===== src/rtl/ifetch_brk.sv =====
module ifetch_brk #(
  parameter int NCH = 2,
  parameter int AW  = 32,
  localparam int CW = (NCH > 1) ? $clog2(NCH) : 1
) (
  input  logic           clk,
  input  logic           rst_n,
  input  logic           cfg_we,
  input  logic [CW-1:0]  cfg_ch,
  input  logic [2:0]     cfg_reg,
  input  logic [AW-1:0]  cfg_wdata,
  input  logic           iss_valid,
  input  logic           iss_exec,
  input  logic [AW-1:0]  iss_addr,
  input  logic           iss_dbr,
  input  logic           iss_taken,
  output logic           brk_irq,
  output logic [NCH-1:0] brk_flag
);

  logic [AW-1:0]  bar_q [NCH];
  logic [AW-1:0]  amr_q [NCH];
  logic [2:0]     ctl_q [NCH];
  logic [NCH-1:0] hit, now_m, new_p, fire_v, pend_f, clr_m;
  logic           slot_q, ev, br_t, defer, rel;

  assign ev    = iss_valid & iss_exec;
  assign br_t  = iss_dbr & iss_taken;
  assign defer = slot_q | br_t;
  assign rel   = (|pend_f) & ~slot_q;

  for (genvar c = 0; c < NCH; c++) begin : g_ch
    always_ff @(posedge clk) begin
      if (!rst_n) begin
        bar_q[c] <= '0;
        amr_q[c] <= '0;
        ctl_q[c] <= '0;
      end else if (cfg_we && cfg_ch == CW'(c)) begin
        case (cfg_reg)
          3'd0: bar_q[c] <= cfg_wdata;
          3'd1: amr_q[c] <= cfg_wdata;
          3'd3: ctl_q[c] <= cfg_wdata[2:0];
          default: ;
        endcase
      end
    end

    assign hit[c]   = ev & ctl_q[c][2] & ~ctl_q[c][1] & ~bar_q[c][0] &
                      (((iss_addr ^ bar_q[c]) & ~amr_q[c]) == '0);
    assign now_m[c] = hit[c] & ~ctl_q[c][0] & ~defer;
    assign new_p[c] = hit[c] & ~now_m[c];

    assert_flag_with_irq_R11: assert property (@(posedge clk) disable iff (!rst_n)
      $rose(brk_flag[c]) |-> brk_irq);
  end

  assign fire_v = ev ? (now_m | (rel ? pend_f : '0)) : '0;
  assign clr_m  = (cfg_we && cfg_reg == 3'd4) ? cfg_wdata[NCH-1:0] : '1;

  always_ff @(posedge clk) begin
    if (!rst_n) begin
      slot_q   <= 1'b0;
      pend_f   <= '0;
      brk_irq  <= 1'b0;
      brk_flag <= '0;
    end else begin
      if (ev) begin
        slot_q <= br_t & ~slot_q;
        pend_f <= (rel ? '0 : pend_f) | new_p;
      end
      brk_irq  <= |fire_v;
      brk_flag <= (brk_flag & clr_m) | fire_v;
    end
  end

  assert_no_overrun_break_R4: assert property (@(posedge clk) disable iff (!rst_n)
    !(iss_valid && iss_exec) |=> !brk_irq);

  assert_slot_holds_R5: assert property (@(posedge clk) disable iff (!rst_n)
    (ev && slot_q) |=> !brk_irq);

  assert_irq_sets_flag_R1: assert property (@(posedge clk) disable iff (!rst_n)
    brk_irq |-> (brk_flag != '0));

endmodule


===== config.mk =====
export PLATFORM = sky130hd
export DESIGN_NAME = ifetch_brk
export DESIGN_NICKNAME = d
export VERILOG_FILES = /design/src/rtl/ifetch_brk.sv
export SDC_FILE = /design/constraint.sdc
export NUM_CORES = 1
export LEC_CHECK = 0
export BUFFER_PORTS_ARGS = -buffer_cell sky130_fd_sc_hd__buf_2
export CORE_UTILIZATION = 58
export CTS_CLUSTER_SIZE = 16
export DETAILED_ROUTE_END_ITERATION = 8
export PLACE_DENSITY = 0.91
export SLEW_MARGIN = 20
export SYNTH_ARGS = -nofsm -noshare
export SYNTH_HDL_FRONTEND = slang
export SYNTH_SLANG_ARGS = --single-unit
export TNS_END_PERCENT = 10

===== constraint.sdc =====
create_clock -name clk -period 6 [get_ports clk]
set_input_delay 1.2 -clock clk [delete_from_list [all_inputs] [get_ports clk]]
set_output_delay 1.2 -clock clk [all_outputs]
set_load 0.01 [all_outputs]

### After elaboration in Yosys (flattened, before gate mapping)

Memories as Yosys holds them, arrays and structs flattened.
Index checks and enable logic that the tools add are counted.

| storage, ports and cells | value |
|---|---|
| bits in registers | 6 |
| latch bits | 0 |
| memory bits (writable) | 134 |
| ROM bits | 0 |
| logic and storage cells | 96 |
| memories kept | 3 |

Memories:

| memory | depth | bits a word | read ports | clocked after memory_dff | wr ports | line | text |
|---|---|---|---|---|---|---|---|
| amr_q | 2 | 32 | 2 | 0 | 2 | 22 | `logic [AW-1:0] amr_q [NCH];` |
| bar_q | 2 | 32 | 2 | 0 | 2 | 21 | `logic [AW-1:0] bar_q [NCH];` |
| ctl_q | 2 | 3 | 2 | 0 | 2 | 23 | `logic [2:0] ctl_q [NCH];` |

| cells by class | value |
|---|---|
| add/subtract/negate cells | 0 |
| multipliers | 0 |
| divide/modulo/power cells | 0 |
| $lt $le $gt $ge | 0 |
| eq/ne operators | 3 |
| shift operators | 0 |
| mux-type cells | 32 |
| bitwise operators | 46 |
| reduce and logical (&&, ||, !) cells | 8 |

Operators by type and width:

| kind | count |
|---|---|
| two-way mux 32 bit | 4 |
| AND 32 bit | 2 |
| logical NOT 32 bit | 2 |
| NOT 32 bit | 2 |
| bitwise XOR 32 bit | 2 |
| two-way mux 1 bit | 22 |
| AND 1 bit | 18 |
| NOT 1 bit | 11 |
| two-way mux 2 bit | 4 |
| OR 1 bit | 7 |
| two-way mux 3 bit | 2 |
| OR 2 bit | 3 |
| OR reduction 2 bit | 2 |
| equality test 3 x 1 -> 1 bit, second input constant | 1 |
| equality test 3 x 2 -> 1 bit, second input constant | 1 |
| equality test 3 bit, second input constant | 1 |
| logical AND 1 bit | 3 |
| logical NOT 3 bit | 1 |
| AND 2 bit | 1 |

### Depth between registers and ports, before layout

| logic depth | value |
|---|---|
| depth in word-level cells | 10 |
| depth in mapped cells | 7 |
| mapped depth without buffers | 6 |

### Worst setup path after synthesis

No wires, ideal clock.

| path | value |
|---|---|
| path kind | input to register |
| start | input cfg_we |
| end | memory amr_q[0][0], enable pin |
| arrival time | 4155 ps |
| data required time | 5534 ps |
| slack | 1380 ps |
| cell stages on the path | 4 |
| cells stage by stage | nor2b_1 > or3b_1 > buf_2 > o21ai_0 |

RTL lines:

| item | line | text |
|---|---|---|
| from (decl) | 8 | `input logic cfg_we,` |
| to (decl) | 22 |  |

==> results.txt <==
Tcrit/Tclk final - 46.7%
CP max-delay cell - nor2_1
Synth Flop Type - edfxtp_1
CP startpoint - cfg_we
antenna violations before repair - 0
slew at the pin closest to its max-slew limit - 0.655 ns
asr flop ratio synth - 0%
GRT Util Overall - 26.8%
status - completed
fraction of layout cells with a size suffix above 1 - 22.6%
CP Data Required Time - 6.39 ns
Critical Path Sink Type - flop
number of synthesized flops with an enable pin - 134
max-cap viol count - 0
root buffer cell - clkbuf_8
Clock Skew - 0.00842 ns
clk buf depth - 2
#FFs+latches synth - 140
synthesized area - 0.00617 sq mm
Die Span Y - 105 um
Final min period - 2.80 ns
H-tree Lvls - 4
relative slew slack - 56.1%
CP arrival - 3.19 ns
CTS Hold Bufs - 0
Clock Pin Slew Worst Setup and Hold Paths - 0.06 ns
Filler cells - 622
initial core utilization - 59.8%
number of global-route vias before repair - 4076
logic gate share of total power - 7.1%
multi-input combinational cell area - 0.00196 sq mm
Hold Path Class - reg -> reg
Yosys Warn Count - 0
final net count - 616
clk_lat worst skew - 0.53 ns
Vias - 3925
GPL Wtd Cong - 0.805
cts bufs inserted - 17
total gr overflow - 0
WS Path Type - in -> reg
IO Count - 78
fmax - 0.357 GHz
Avg Synthesized Cell Area - 13.7 sq um
CTS tree - built
std cell rows - 37
commonest non-fill, non-tap cell in the layout - edfxtp_1
Via-to-Cell Ratio - 5.69
largest net degree at the start of global routing - 33
CP Launch Type - input pin
Power Total - 2.36 mW
Seq/Total Area, Yosys - 67.1%
register area - 0.00414 sq mm
crit-path cells - buf_2, nor2b_1, or3b_1, nor2_1, buf_4, and2_1
Pint - 1.85 mW
Flop pwr share - 48.6%
LEAKAGE - 2.63 nW
post-CTS setup buffers - 0
DR DRC count - 0
Crit Reg-Reg Startpoint - bar_q[1][14]
die width - 105 um
syn nets - 527
min-delay src - brk_flag[0]
fin. max-slew vios - 0
RSZ-0062 raised after global routing - no
critical path's top delay family - simple AND/OR/NAND/NOR gates
VDD IR-drop max - 0.000257 V
Clk pwr share - 44.3%
Die Area - 0.0111 sq mm
Switching Power - 0.513 mW
final number of hold-violating endpoints - 0
Pre-Repair DR Iteration Count - 5
Syn Inst Count - 452
diodes inserted - 0
DRT antenna net count - 0
Distinct cells, synth - 30
Buf/Inv on CP - 2
DP HPWL - 8830 um
setup tns final - 0 ns
Largest stage delay, worst path - 0.59 ns
CORE AREA - 0.0103 sq mm
drt wl/cell - 19.6 um
pwr dens - 322 mW/mm^2
Area Growth Syn to Fin - 18.8%
drt first-iter violations - 330
Post-CTS Resized - 0
most frequent cells in the layout - edfxtp_1, and2_1, buf_2, xnor2_1, o22ai_1
CP Max Fanout - 19
Final Setup Violations - 0
Sw Ratio - 21.7%
first-pass GRT wire length - 21200 um
Post-Route WL - 13500 um
Port Buffers - 77
# clock sinks - 140
-- sequential cells by signal, indices dropped and copies added (netlist names) --
name	cells
slot_q	1
brk_irq	1
bar_q	64
brk_flag	2
ctl_q	6
pend_f	2
amr_q	64
-- tightest hold or removal path, delay by kind of cell (launching register included) --
kind	cells	cell delay (ns)
compound gates	2	0.19
simple gates	1	0.06
flops	1	0.32
-- worst paths after layout --
path / endpoint / slack (ns) / depth (start not counted)
worst max-delay path: bar_q[0][25] / 3.20 / 6
worst min-delay path: brk_flag[0] / 0.61 / 3
worst max register to register: brk_flag[1] / 3.93 / 6
worst min register to register: brk_flag[0] / 0.61 / 3
-- cell families (layout without fill, tap and decap cells) --
| kind of cell | count (synthesis) | after routing | synth area share (%) |
|---|---|---|---|
| simple gates | 179 | 179 | 17.4 |
| compound gates | 49 | 49 | 5.00 |
| flops | 140 | 140 | 67.1 |
| xor+xnor | 64 | 64 | 9.08 |
| buf+inv | 20 | 122 | 1.36 |
-- synth_stat cells, drive strengths merged (5+ instances only) --
library cell,number,share of area (%)
clkbuf,8,0.49
nor3,17,1.4
nor2,12,0.73
nor4,9,1.3
o22ai,28,2.8
and2,118,12
edfxtp,134,65
inv,5,0.30
buf,7,0.57
xnor2,64,9.1
nand2,11,0.71
dfxtp,6,1.9
o21ai,10,0.81
-- power groups by stage --
stage	registers [mW]	clock network [mW]	logic, mW
global placement	1.16	0	0.160
floorplan	1.17	0	0.0914
CTS	1.15	1.05	0.169
finish	1.15	1.05	0.169
global route	1.15	1.10	0.181
detailed placement	1.17	0	0.166
-- area by class of cell --
| cell class | instances | area share, % |
|---|---|---|
| Clock buffer | 21 | 6.12 |
| Clock inverter | 11 | 1.98 |
| Inverter | 5 | 0.256 |
| Multi-Input combinational cell | 292 | 26.7 |
| Sequential cell | 140 | 56.5 |
| Tap cell | 136 | 2.32 |
| Timing Repair Buffer | 85 | 6.07 |
-- per-stage QoR --
stage | hold slack, ns | area, sq um | std cells | utilization (%) | setup WS [ns]
3_3_place_gp | 0.554 | 6740 | 658 | 65.3 | 2.86
2_1_floorplan | 0.527 | 6170 | 452 | - | 1.38
5_1_grt | 0.648 | 7330 | 690 | 71.0 | 3.13
6_report | 0.605 | 7330 | 690 | 71.0 | 3.20
4_1_cts | 0.613 | 7330 | 690 | 71.0 | 3.25
3_5_place_dp | 0.598 | 6740 | 658 | 65.3 | 2.78
-- metal layers --
| metal | share of wire (%) | track usage (%) | wire, um |
|---|---|---|---|
| met5 | 0 | 0 | 0 |
| met4 | 3.0 | 12.5 | 405 |
| met1 | 37 | 32.7 | 4980 |
| met3 | 9.4 | 7.05 | 1270 |
| met2 | 51 | 44.5 | 6890 |
No activity file was read; power rests on OpenSTA's default activity.
